`config.mk`:
```
export PLATFORM = sky130hd
export DESIGN_NAME = sctl_port
export DESIGN_NICKNAME = d
export VERILOG_FILES = /design/src/rtl/sctl_pkg.sv /design/src/rtl/sctl_sync.sv /design/src/rtl/sctl_shifter.sv /design/src/rtl/sctl_regfile.sv /design/src/rtl/sctl_port.sv
export SDC_FILE = /design/constraint.sdc
export NUM_CORES = 1
export LEC_CHECK = 0
export BUFFER_PORTS_ARGS = -buffer_cell sky130_fd_sc_hd__buf_4
export CORE_ASPECT_RATIO = 1.1
export CORE_MARGIN = 2
export CORE_UTILIZATION = 48
export CTS_CLUSTER_SIZE = 16
export DETAILED_ROUTE_END_ITERATION = 8
export PLACE_DENSITY = 0.74
export RECOVER_POWER = 100
export SYNTH_ARGS = -nofsm -noshare
export SYNTH_HDL_FRONTEND = slang
export SYNTH_SLANG_ARGS = --single-unit
```
`constraint.sdc`:
```
create_clock -name clk -period 1.3 [get_ports clk]
set_clock_uncertainty 0.2 [all_clocks]
set_input_delay 0.13 -clock clk [delete_from_list [all_inputs] [get_ports clk]]
set_output_delay 0.13 -clock clk [all_outputs]
set_load 0.005 [all_outputs]
```
`src/rtl/sctl_pkg.sv`:
```
package sctl_pkg;

  localparam int unsigned CTL_W = 16;

  // Field layout; position order is the decode contract with the consumers.
  typedef struct packed {
    logic [1:0] test_sel;      // 15:14
    logic       retract_en;    // 13
    logic       spin_gain_hi;  // 12
    logic [1:0] off_time_sel;  // 11:10
    logic [1:0] comm_time_sel; // 9:8
    logic       fast_slew_en;  // 7
    logic       ext_comm_en;   // 6
    logic       var_count_en;  // 5
    logic       bemf_sense_en; // 4
    logic       brake_en;      // 3
    logic       spin_en;       // 2
    logic       vcm_en;        // 1
    logic       run_en;        // 0
  } ctl_fields_t;

  // Saturating increment of the frame-length counter.
  function automatic int unsigned sat_inc(int unsigned cur, int unsigned lim);
    return (cur >= lim) ? lim : cur + 1;
  endfunction

  // A frame is complete once the counter has reached the word width.
  function automatic logic frame_full(int unsigned cur, int unsigned lim);
    return cur >= lim;
  endfunction

  function automatic ctl_fields_t to_fields(logic [CTL_W-1:0] w);
    return ctl_fields_t'(w);
  endfunction

endpackage

```
`src/rtl/sctl_sync.sv`:
```
module sctl_sync #(
  parameter int unsigned N      = 3,
  parameter int unsigned STAGES = 2
) (
  input  logic         clk,
  input  logic         rst_n,
  input  logic [N-1:0] d_in,
  output logic [N-1:0] d_out
);

  for (genvar b = 0; b < N; b++) begin : g_bit
    logic [STAGES-1:0] chain;
    always_ff @(posedge clk or negedge rst_n) begin
      if (!rst_n) chain <= '0;
      else        chain <= {chain[STAGES-2:0], d_in[b]};
    end
    assign d_out[b] = chain[STAGES-1];
  end

endmodule

```
`src/rtl/sctl_shifter.sv`:
```
module sctl_shifter
  import sctl_pkg::*;
#(
  parameter int unsigned W  = 16,
  localparam int unsigned CW = $clog2(W + 1)
) (
  input  logic         clk,
  input  logic         rst_n,
  input  logic         sclk_s,
  input  logic         dat_s,
  input  logic         en_s,
  output logic         commit_req,
  output logic [W-1:0] cap_word
);

  logic          sclk_q, en_q;
  logic [CW-1:0] cnt;
  logic [W-1:0]  shift_q;

  // Named events for assertions.
  logic sclk_rise, en_rise, en_fall, take_bit;
  assign sclk_rise = sclk_s & ~sclk_q;
  assign en_rise   = en_s & ~en_q;
  assign en_fall   = ~en_s & en_q;
  assign take_bit  = en_s & ~en_rise & sclk_rise;

  always_ff @(posedge clk or negedge rst_n) begin
    if (!rst_n) begin
      sclk_q     <= 1'b0;
      en_q       <= 1'b0;
      cnt        <= '0;
      shift_q    <= '0;
      commit_req <= 1'b0;
    end else begin
      sclk_q     <= sclk_s;
      en_q       <= en_s;
      commit_req <= en_fall & frame_full(32'(cnt), W);
      if (en_rise) begin
        cnt <= '0;
      end else if (take_bit) begin
        cnt     <= CW'(sat_inc(32'(cnt), W));
        shift_q <= {shift_q[W-2:0], dat_s};
      end
    end
  end

  assign cap_word = shift_q;

  a_r4_cnt_saturates: assert property (@(posedge clk) disable iff (!rst_n)
    32'(cnt) <= W);
  a_r6_idle_frozen: assert property (@(posedge clk) disable iff (!rst_n)
    !en_s |=> $stable(cnt) && $stable(shift_q));
  a_r3_commit_needs_full: assert property (@(posedge clk) disable iff (!rst_n)
    commit_req |-> 32'($past(cnt)) == W);
  a_r5_req_single: assert property (@(posedge clk) disable iff (!rst_n)
    commit_req |=> !commit_req);

endmodule

```
`src/rtl/sctl_regfile.sv`:
```
module sctl_regfile #(
  parameter int unsigned W = 16,
  parameter logic [W-1:0] RESET_VAL = '0
) (
  input  logic         clk,
  input  logic         rst_n,
  input  logic         commit,
  input  logic [W-1:0] cap_word,
  output logic [W-1:0] word,
  output logic         upd_stb
);

  always_ff @(posedge clk or negedge rst_n) begin
    if (!rst_n) begin
      word    <= RESET_VAL;
      upd_stb <= 1'b0;
    end else begin
      upd_stb <= commit;
      if (commit) word <= cap_word;
    end
  end

  a_r3_hold_without_commit: assert property (@(posedge clk) disable iff (!rst_n)
    !commit |=> $stable(word));
  a_r2_loads_capture: assert property (@(posedge clk) disable iff (!rst_n)
    commit |=> word == $past(cap_word));
  a_r5_stb_follows_commit: assert property (@(posedge clk) disable iff (!rst_n)
    upd_stb |-> $past(commit));

endmodule

```
`src/rtl/sctl_port.sv`:
```
module sctl_port
  import sctl_pkg::*;
#(
  parameter int unsigned SYNC_STAGES = 2
) (
  input  logic             clk,
  input  logic             por_n,
  input  logic             ser_clk,
  input  logic             ser_dat,
  input  logic             ser_en,
  output logic [CTL_W-1:0] ctl_word,
  output logic             upd_stb,
  output logic             run_en,
  output logic             vcm_en,
  output logic             spin_en,
  output logic             brake_en,
  output logic             bemf_sense_en,
  output logic             var_count_en,
  output logic             ext_comm_en,
  output logic             fast_slew_en,
  output logic [1:0]       comm_time_sel,
  output logic [1:0]       off_time_sel,
  output logic             spin_gain_hi,
  output logic             retract_en,
  output logic [1:0]       test_sel
);

  logic [2:0]       pins_s;
  logic             commit_req;
  logic [CTL_W-1:0] cap_word;
  ctl_fields_t      f;

  sctl_sync #(.N(3), .STAGES(SYNC_STAGES)) u_sync (
    .clk   (clk),
    .rst_n (por_n),
    .d_in  ({ser_en, ser_dat, ser_clk}),
    .d_out (pins_s)
  );

  sctl_shifter #(.W(CTL_W)) u_shift (
    .clk        (clk),
    .rst_n      (por_n),
    .sclk_s     (pins_s[0]),
    .dat_s      (pins_s[1]),
    .en_s       (pins_s[2]),
    .commit_req (commit_req),
    .cap_word   (cap_word)
  );

  sctl_regfile #(.W(CTL_W)) u_reg (
    .clk      (clk),
    .rst_n    (por_n),
    .commit   (commit_req),
    .cap_word (cap_word),
    .word     (ctl_word),
    .upd_stb  (upd_stb)
  );

  assign f             = to_fields(ctl_word);
  assign run_en        = f.run_en;
  assign vcm_en        = f.vcm_en;
  assign spin_en       = f.spin_en;
  assign brake_en      = f.brake_en;
  assign bemf_sense_en = f.bemf_sense_en;
  assign var_count_en  = f.var_count_en;
  assign ext_comm_en   = f.ext_comm_en;
  assign fast_slew_en  = f.fast_slew_en;
  assign comm_time_sel = f.comm_time_sel;
  assign off_time_sel  = f.off_time_sel;
  assign spin_gain_hi  = f.spin_gain_hi;
  assign retract_en    = f.retract_en;
  assign test_sel      = f.test_sel;

  a_r5_stb_one_cycle: assert property (@(posedge clk) disable iff (!por_n)
    upd_stb |=> !upd_stb);
  a_r1_reset_clear: assert property (@(posedge clk)
    !por_n |-> (ctl_word == '0) && !upd_stb);

endmodule

```
==> results.py, run 1 <==
metrics = {
    "yosys": {
        "syn_inst": 120,
        "synth_flop_cell": "dfrtp_1",
        "ys_types": 20,
        "synth-edff-count": 0,
        "synth_largest_area_cell": "dfrtp_1",
        "syn_nets": 127,
        "synth_top_area_share": 0.6205,
        "ys_ff_latch": 47,
        "async_reset_ff_frac": 1.000,
        "syn_avg_cell_area_um2": 15.80,
        "synth_area_leaders": "dfrtp_1, mux2_2, mux2_4",
        "synth_area_mm2": 0.001896,
        "ys_seq_area_frac": 0.6205,
        "synthTopCellsByCount": "dfrtp_1, mux2_2, buf_4",
        "synth_most_common_cell": "dfrtp_1",
        "yosysWarnings": 0,
    },
    "cells_and_area": {
        "antenna_cells": 0,
        "drive_gt1_frac": 0.5419,
        "layout.nets": 161,
        "stdcell_count": 205,
        "areaGrowthSynthToFinish_pct": 23.70,
    },
    "floorplan": {
        "initial_core_util": 0.5106,
        "fp.dieW_um": 63.92,
        "fp.dieH_um": 69.91,
        "core_mm2": 0.003712,
        "dieArea_mm2": 0.004468,
        "pin_count": 38,
        "rows": 23,
    },
    "sta": {
        "drv_slew": 0,
        "setup_violations": 18,
        "tns_ns": -0.7110,
        "relSlewSlack": 0.5880,
        "hold_viol_final": 0,
        "worst_slew_pin_slew_ns": 0.6180,
        "period_needed_ns": 1.355,
        "max_freq_mhz": 738.0,
        "finalCritPeriodShare": 1.042,
        "setup_ws_ns": -0.05507,
        "rsz0062_at_grt": "true",
    },
    "power": {
        "seqPwrFrac": 0.534,
        "leakage_nw": 1.229,
        "power_frac_comb": 0.053,
        "power_density_mw_per_mm2": 1266,
        "switching_power_uw": 572.8,
        "internal_power_mw": 2.396,
        "vdd_drop_max_v": 0.0009489,
        "pwr-share-clk": 0.412,
        "switching_share": 0.1930,
    },
    "clocking": {
        "cts_buffer_depth": 2,
        "cts_max_level": 2,
        "cts_tree": "built",
        "clock_latency_ns": 0.29,
        "root_buffer": "clkbuf_8",
        "clock-sinks": 47,
        "cts_buffers": 5,
        "clk_pin_slew_ns": 0.08,
    },
    "setup_path": {
        "arrival_ns": 1.33,
        "path_class": "reg2reg",
        "crit_fanout": 16,
        "startpoint_type": "flop",
        "cp.required_ns": 1.28,
        "crit_path_end_kind": "flop",
    },
    "routing": {
        "drtPass1Iterations": 4,
        "post-route-drc-count": 0,
        "ant_nets": 0,
        "routed_wl_um": 2872,
        "detail_route.wl_per_cell_um": 14.01,
        "via_per_inst": 4.922,
        "routed-via-count": 1009,
        "drt_iter0_drc": 27,
    },
    "global_routing": {
        "grt_util_all_layers": 0.1450,
        "first_global_vias": 1042,
        "grt_pass1_wl_um": 4878,
        "grt_max_degree": 48,
        "antenna_found_initial": 0,
        "grt-ovfl-total": 0,
    },
    "placement": {
        "dp_slack_ns": -0.05917,
        "dp_cells": 192,
        "io_buffers": 37,
        "gp_congestion": 0.6678,
        "hpwl_um": 2082,
    },
    "worst_hold_path": {
        "hold_class": "reg2reg",
    },
    "run": {
        "cap_violations": 0,
    },
    "outcome": {
        "status": "finished, violations left",
        "violations": "negative setup slack",
    },
}
-- flip-flops by register name, indices dropped and copies added (netlist names) --
name                cells
u_reg.word             16
u_sync.g_bit.chain      6
u_shift.commit_req      1
u_shift.sclk_q          1
u_shift.cap_word       16
u_shift.en_q            1
u_shift.cnt             5
u_reg.upd_stb           1
-- worst max-delay path, stage by stage (launching register included) --
cell and delay [ns]:
dfrtp_1 0.37, nand4b_4 0.20, buf_12 0.18, mux2_4 0.29
-- stage by stage --
stage	power, mW	hold WS (ns)	util	cell area (um^2)
final	2.968	0.1559	0.6316	2345
after global routing	3.101	0.1708	0.6316	2345
after CTS	2.995	0.1548	0.6316	2345
after detailed placement	1.763	-0.03332	0.5814	2158
after global placement	1.747	-0.04445	0.5814	2158
after floorplan	1.681	-0.3656	-	1902
-- layer usage --
layer / GRT usage / part of all wire / vias up
met1: 0.1634 / 0.42 / 508
met4: 0.05797 / 0.014 / 0
met5: 0 / 0 / -
met3: 0.05314 / 0.044 / 4
met2: 0.2465 / 0.52 / 34
li1: - / - / 463
-- cell families (layout without fill, tap and decap cells) --
logic type                 count (synthesis)  count (layout)  synth area share
AOI/OAI and AO/OA                          5               5           0.01980
xor gates and xnor gates                   2               2          0.009243
adders and majority gates                  2               2           0.01320
buffers and inverters                     22              57           0.08449
DFF                                       47              47            0.6205
muxes                                     32              32            0.2139
and+or+nand+nor                           10              10           0.03894
-- layout by cell type (no fill, tap or decap) --
| cell type | netlist | final |
|---|---|---|
| clkbuf_4 | 0 | 38 |
| mux2_4 | 12 | 13 |
| nor2_1 | 1 | 1 |
| inv_1 | 2 | 2 |
| ha_2 | 0 | 1 |
| o31ai_1 | 1 | 1 |
| buf_12 | 0 | 3 |
| ha_1 | 2 | 1 |
| clkbuf_1 | 0 | 1 |
| nand4b_4 | 1 | 1 |
| nand2b_1 | 1 | 1 |
| xnor2_1 | 1 | 1 |
| or2b_1 | 1 | 1 |
| xor2_1 | 1 | 1 |
| mux2_2 | 20 | 19 |
| and3b_1 | 1 | 1 |
| nand3_1 | 4 | 4 |
| nand2_1 | 1 | 1 |
| clkbuf_8 | 0 | 5 |
| dfrtp_1 | 47 | 47 |
| bufinv_16 | 0 | 2 |
| buf_4 | 16 | 2 |
| a32o_1 | 2 | 2 |
| dlygate4sd3_1 | 0 | 4 |
| o21ai_0 | 2 | 2 |
-- path summary, 6_finish.rpt --
path                                                from                       end  slack [ns]  depth (start not counted)
max in group asynchronous                          por_n  u_sync.g_bit[0].chain[1]        0.27                          2
worst max-delay path                      u_shift.sclk_q      u_shift.cap_word[10]       -0.06                          3
worst max register to register            u_shift.sclk_q      u_shift.cap_word[10]       -0.06                          3
worst min-delay path            u_sync.g_bit[1].chain[0]  u_sync.g_bit[1].chain[1]        0.16                          0
worst min register to register  u_sync.g_bit[1].chain[0]  u_sync.g_bit[1].chain[1]        0.16                          0
min in group asynchronous                          por_n            u_reg.word[12]        0.21                          2
-- final cells by class --
cell class | count | area (um^2)
Clock buffer | 6 | 72.57
Sequential cell | 47 | 1176
Timing Repair Buffer | 47 | 400.4
Multi-Input combinational cell | 51 | 565.5
Tap cell | 50 | 62.56
Clock inverter | 2 | 60.06
Inverter | 2 | 7.507
Fill cell | 266 | 1368
-- power by group through the flow --
| stage | registers, mW | logic [mW] | clock network (mW) |
|---|---|---|---|
| after detailed placement | 1.62 | 0.146 | 0 |
| final | 1.59 | 0.159 | 1.22 |
| after floorplan | 1.60 | 0.0851 | 0 |
| after global placement | 1.61 | 0.137 | 0 |
| after CTS | 1.59 | 0.165 | 1.24 |
| after global routing | 1.60 | 0.173 | 1.33 |
-- what timing repair did --
| action | in CTS | in global routing |
|---|---|---|
| buffers inserted | 1 | 0 |
| endpoints found under the hold margin | 50 | 0 |
| gates resized for setup | 2 | 0 |
| hold buffers | 4 | 0 |
| endpoints found under the setup margin | 18 | 18 |
| pin swaps | 0 | 0 |
Note: power is estimated with default switching activity, not from simulation.
==> run 2, diff against run 1 <==
Settings changed: RECOVER_POWER 100 to not set.
==> results.py, run 2 (same netlist as run 1, synthesis figures left out) <==
metrics = {
    "setup_path": {
        "path_class": "reg2reg",
        "startpoint_type": "flop",
        "crit_buf_inv": 1,
        "path_cells": "nand4b_4 > buf_12 > mux2_4",
        "slowest_delay_ns": 0.37,
        "cp.required_ns": 1.27,
        "cp_slowest_cell": "dfrtp_1",
        "ff2ff_path_depth": 3,
        "crit_fanout": 16,
        "arrival_ns": 1.33,
        "regToRegStartpoint": "u_shift.sclk_q",
        "cp_top_family": "flip-flops",
        "r2r_slack_ns": -0.06,
        "crit_path_end_kind": "flop",
        "r2r_end": "u_shift.cap_word[10]",
    },
    "sta": {
        "hold_viol_final": 0,
        "tns_ns": -0.7021,
        "setup_violations": 18,
        "period_needed_ns": 1.357,
        "worst_slew_pin_slew_ns": 0.5716,
        "drv_slew": 0,
        "relSlewSlack": 0.6190,
        "max_freq_mhz": 736.8,
        "rsz0062_at_grt": "true",
        "setup_ws_ns": -0.05718,
        "finalCritPeriodShare": 1.044,
    },
    "floorplan": {
        "initial_core_util": 0.5106,
        "fp.dieW_um": 63.92,
        "pin_count": 38,
        "core_mm2": 0.003712,
        "dieArea_mm2": 0.004468,
        "fp.dieH_um": 69.91,
        "rows": 23,
    },
    "cells_and_area": {
        "multi_input_area_um2": 565.5,
        "nFillCells": 266,
        "antenna_cells": 0,
        "final_area_mm2": 0.002345,
        "final_cell_mix": "dfrtp_1, buf_4, mux2_2",
        "mostFrequentLayoutCell": "dfrtp_1",
        "layout.nets": 161,
        "stdcell_count": 205,
        "areaGrowthSynthToFinish_pct": 23.70,
        "drive_gt1_frac": 0.5419,
        "register_area_mm2": 0.001176,
    },
    "power": {
        "pwr-share-clk": 0.411,
        "internal_power_mw": 2.396,
        "switching_share": 0.1918,
        "switching_power_uw": 568.7,
        "vdd_drop_max_v": 0.0009505,
        "leakage_nw": 1.249,
        "seqPwrFrac": 0.535,
        "power_frac_comb": 0.054,
        "power_density_mw_per_mm2": 1265,
    },
    "routing": {
        "drtPass1Iterations": 4,
        "ant_nets": 0,
        "drt_iter0_drc": 24,
        "routed-via-count": 998,
        "routed_wl_um": 2888,
        "via_per_inst": 4.868,
        "post-route-drc-count": 0,
        "detail_route.wl_per_cell_um": 14.09,
    },
    "placement": {
        "dp_cells": 192,
        "io_buffers": 37,
        "placed_area_mm2": 0.002158,
        "gp_congestion": 0.6678,
        "hpwl_um": 2082,
    },
    "clocking": {
        "cts_buffer_depth": 2,
        "clk_pin_slew_ns": 0.08,
        "root_buffer": "clkbuf_8",
        "clock_latency_ns": 0.29,
        "cts_buffers": 5,
        "cts_max_level": 2,
        "clock-sinks": 47,
        "cts_tree": "built",
    },
    "global_routing": {
        "grt_pass1_wl_um": 4878,
        "antenna_found_initial": 0,
        "grt_util_all_layers": 0.1450,
        "grt_max_degree": 48,
        "grt-ovfl-total": 0,
        "first_global_vias": 1042,
    },
    "worst_hold_path": {
        "hold_class": "reg2reg",
        "hold_start": "u_sync.g_bit[1].chain[0]",
        "whs_endpoint": "u_sync.g_bit[1].chain[1]",
        "holdPathStages": 0,
    },
    "run": {
        "cap_violations": 0,
    },
    "outcome": {
        "status": "finished, violations left",
        "violations": "negative setup slack",
    },
}
run 2: cell count changes in the layout (fill, tap and decap cells not counted):
| cell | before | now |
|---|---|---|
| buf_4 | 2 | 40 |
| clkbuf_4 | 38 | 0 |
run 2: layer usage:
layer | vias up | track usage | share of wire | routed length, um
met2 | 34 | 0.2465 | 0.52 | 1511
met3 | 4 | 0.05314 | 0.046 | 132
met5 | - | 0 | 0 | 0
met4 | 0 | 0.05797 | 0.014 | 40
met1 | 499 | 0.1634 | 0.42 | 1204
li1 | 461 | - | - | -
run 2: through the flow:
stage / worst slack, ns / utilization / hold slack, ns / power, mW
2_1_floorplan: -0.04009 / - / -0.3656 / 1.681
3_3_place_gp: -0.03203 / 0.5814 / -0.04445 / 1.747
3_5_place_dp: -0.05917 / 0.5814 / -0.03332 / 1.763
4_1_cts: -0.06543 / 0.6316 / 0.1548 / 2.995
5_1_grt: -0.09626 / 0.6316 / 0.1708 / 3.103
6_report: -0.05718 / 0.6316 / 0.1558 / 2.965
run 2: worst max-delay path by stage:
stage	start	endpoint	slack, ns	depth (start not counted)
finish	u_shift.sclk_q	u_shift.cap_word[10]	-0.06	3
global route	u_shift.sclk_q	u_shift.cap_word[10]	-0.1	3
CTS	u_sync.g_bit[2].chain[1]	u_shift.cap_word[10]	-0.07	3
detailed placement	u_sync.g_bit[2].chain[1]	u_shift.cap_word[13]	-0.06	3
global placement	u_shift.sclk_q	u_shift.cap_word[9]	-0.03	3
floorplan	u_shift.sclk_q	u_shift.cap_word[10]	-0.04	3
run 2: what timing repair did:
action                                  CTS  global route
hold buffers                              4             0
pin swaps                                 0             0
setup buffers                             1             0
hold endpoints to repair                 50             0
endpoints found under the setup margin   18            18
resized for setup                         2             0
run 2: worst register-to-register path: stages, from the launching register on:
cell,delay (ns)
dfrtp_1,0.37
nand4b_4,0.20
buf_12,0.18
mux2_4,0.29
run 2: power by group through the flow:
stage	Clock (mW)	Combinational, mW	Sequential (mW)
3_3_place_gp	0	0.137	1.61
3_5_place_dp	0	0.146	1.62
2_1_floorplan	0	0.0851	1.60
5_1_grt	1.33	0.174	1.60
6_report	1.22	0.160	1.59
4_1_cts	1.24	0.165	1.59
run 2: cell type report:
cell class | instances | area share
clock inverter | 2 | 0.02561
multi-input combinational | 51 | 0.2412
clock buffer | 6 | 0.03095
tap | 50 | 0.02668
inverter | 2 | 0.003202
sequential | 47 | 0.5016
timing repair buffer | 47 | 0.1708
==> run 3, diff against run 2 <==
Settings changed: CORE_UTILIZATION 48 to 49, PLACE_DENSITY 0.74 to 0.75, SYNTH_HIERARCHICAL set to 1.
==> results.py, run 3 <==
metrics = {
    "outcome": {
        "status": "finished, violations left",
        "violations": "negative setup slack",
    },
    "yosys": {
        "async_reset_ff_frac": 1.000,
        "synth_most_common_cell": "dfrtp_1",
        "ys_ff_latch": 47,
        "synth_top_area_share": 0.5774,
        "syn_avg_cell_area_um2": 15.32,
        "ys_seq_area_frac": 0.5774,
        "synth_largest_area_cell": "dfrtp_1",
        "synth_area_mm2": 0.002037,
        "synth_area_leaders": "dfrtp_1, mux2_4, buf_4",
        "ys_types": 25,
        "yosysWarnings": 6,
        "syn_nets": 140,
        "synthTopCellsByCount": "dfrtp_1, mux2_4, buf_4",
        "synth_flop_cell": "dfrtp_1",
        "synth-edff-count": 0,
        "syn_inst": 133,
    },
    "power": {
        "power_density_mw_per_mm2": 1089,
        "vdd_drop_max_v": 0.0008866,
        "leakage_nw": 1.302,
        "p_total_mw": 2.666,
    },
    "cells_and_area": {
        "layout.nets": 174,
        "final_cell_mix": "buf_4, dfrtp_1, mux2_4",
        "drive_gt1_frac": 0.5689,
        "areaGrowthSynthToFinish_pct": 20.21,
        "antenna_cells": 0,
        "nFillCells": 317,
    },
    "global_routing": {
        "grt_pass1_wl_um": 5333,
        "grt_most_used_layer": "met2",
        "grt-ovfl-total": 0,
        "antenna_found_initial": 0,
        "met3_usage": 0.05181,
        "grt_util_all_layers": 0.1523,
        "grt_util_met2": 0.2551,
        "grt_max_degree": 48,
        "first_global_vias": 1102,
        "globalRouteMet1Util": 0.1888,
    },
    "floorplan": {
        "core_mm2": 0.003964,
        "initial_core_util": 0.5139,
        "fp.dieH_um": 71.62,
        "rows": 24,
        "pin_count": 38,
        "fp.dieW_um": 65.48,
        "dieArea_mm2": 0.004689,
    },
    "routing": {
        "ant_nets": 0,
        "post-route-drc-count": 0,
        "routed_wl_um": 3343,
        "detail_route.wl_per_cell_um": 15.26,
        "drt_iter0_drc": 62,
        "routed-via-count": 1109,
        "via_per_inst": 5.064,
        "drtPass1Iterations": 4,
    },
    "sta": {
        "finalCritPeriodShare": 1.105,
        "hold_viol_final": 0,
        "max_freq_mhz": 696.1,
        "setup_violations": 19,
        "drv_slew": 0,
        "timing.hold.ws_ns": 0.1502,
        "setup_ws_ns": -0.1366,
        "period_needed_ns": 1.437,
        "relSlewSlack": 0.6136,
        "rsz0062_at_grt": "true",
        "worst_slew_pin_slew_ns": 0.5795,
    },
    "setup_path": {
        "arrival_ns": 1.41,
        "path_class": "reg2reg",
        "crit_path_end_kind": "flop",
        "crit_fanout": 16,
        "cp.required_ns": 1.28,
        "startpoint_type": "flop",
    },
    "clocking": {
        "cts_buffers": 5,
        "cts_tree": "built",
        "clock-sinks": 47,
        "cts_buffer_depth": 2,
        "root_buffer": "clkbuf_8",
        "clk_pin_slew_ns": 0.07,
        "clock_latency_ns": 0.30,
        "cts_max_level": 2,
    },
    "worst_hold_path": {
        "hold_class": "reg2reg",
    },
    "placement": {
        "gp_congestion": 0.8605,
        "io_buffers": 37,
        "hpwl_um": 2266,
    },
    "run": {
        "cap_violations": 0,
    },
}
## run 3: cell count changes in the layout (fill, tap and decap cells not counted), moves of 3 or more
cell / delta
dfrtp_1: -3
mux2_2: -13
mux2_4: +13
buf_4: +4
dfrtp_2: +3
## run 3: path summary, 6_finish.rpt
path	startpoint	endpoint	slack, ns	depth (start not counted)
min in group asynchronous	por_n	u_reg/word[10]	0.17	2
worst min-delay path	u_sync/g_bit[1].chain[0]	u_sync/g_bit[1].chain[1]	0.15	0
worst max register to register	u_shift/sclk_q	u_shift/cap_word[1]	-0.14	3
worst min register to register	u_sync/g_bit[1].chain[0]	u_sync/g_bit[1].chain[1]	0.15	0
max in group asynchronous	por_n	u_sync/g_bit[2].chain[1]	0.30	2
worst max-delay path	u_shift/sclk_q	u_shift/cap_word[1]	-0.14	3
## run 3: layer usage
metal  vias to the layer above  wire length (um)
li1                        500                 -
met1                       562              1400
met2                        38              1686
met3                         9               184
met4                         0                72
met5                         -                 0
## run 3: logic make-up (layout without fill, tap and decap cells)
family | after synthesis | in the layout | synth area share
buffers and inverters | 27 | 61 | 0.1038
adder cells (fa/ha/maj) | 2 | 2 | 0.01228
multiplexers | 32 | 32 | 0.2248
flip-flops | 47 | 47 | 0.5774
AND/OR/NAND/NOR | 16 | 16 | 0.05160
AO/OA/AOI/OAI | 9 | 9 | 0.03010
## run 3: report_power, final
| group | internal, mW | switching [mW] |
|---|---|---|
| Clock | 0.418 | 0.455 |
| Sequential | 1.53 | 0.0664 |
| Combinational | 0.122 | 0.0712 |
## run 3: timing repair
action                                 4_1_cts  5_1_grt
endpoints found under the hold margin       50        0
hold buffers                                 4        0
pin swaps                                    0        1
buffers inserted                             0        1
setup endpoints to repair                   19       20
resized for setup                            4        4
## run 3: worst max-delay path, cell delays in order (launching register included)
cell	delay [ns]
dfrtp_2	0.45
nand4b_4	0.20
buf_12	0.18
mux2_4	0.30
## run 3: cell type report
cell class | count | area (um^2) | share of cell area
inverter | 4 | 15.01 | 0.006132
multi-input combinational | 59 | 690.7 | 0.2821
tap | 52 | 65.06 | 0.02657
clock buffer | 6 | 82.58 | 0.03373
sequential | 47 | 1180 | 0.4819
clock inverter | 1 | 5.005 | 0.002044
timing repair buffer | 50 | 410.4 | 0.1676
## run 3: per-stage QoR
step	utilization	instance area [um^2]	setup TNS [ns]	worst slack, ns	instances
after detailed placement	0.5751	2280	-2.005	-0.2319	207
after global routing	0.6177	2449	-2.820	-0.1725	219
final	0.6177	2449	-2.185	-0.1366	219
after floorplan	-	2059	-0.7936	-0.05863	133
after CTS	0.6130	2430	-2.436	-0.1469	218
after global placement	0.5751	2280	-1.343	-0.08743	207
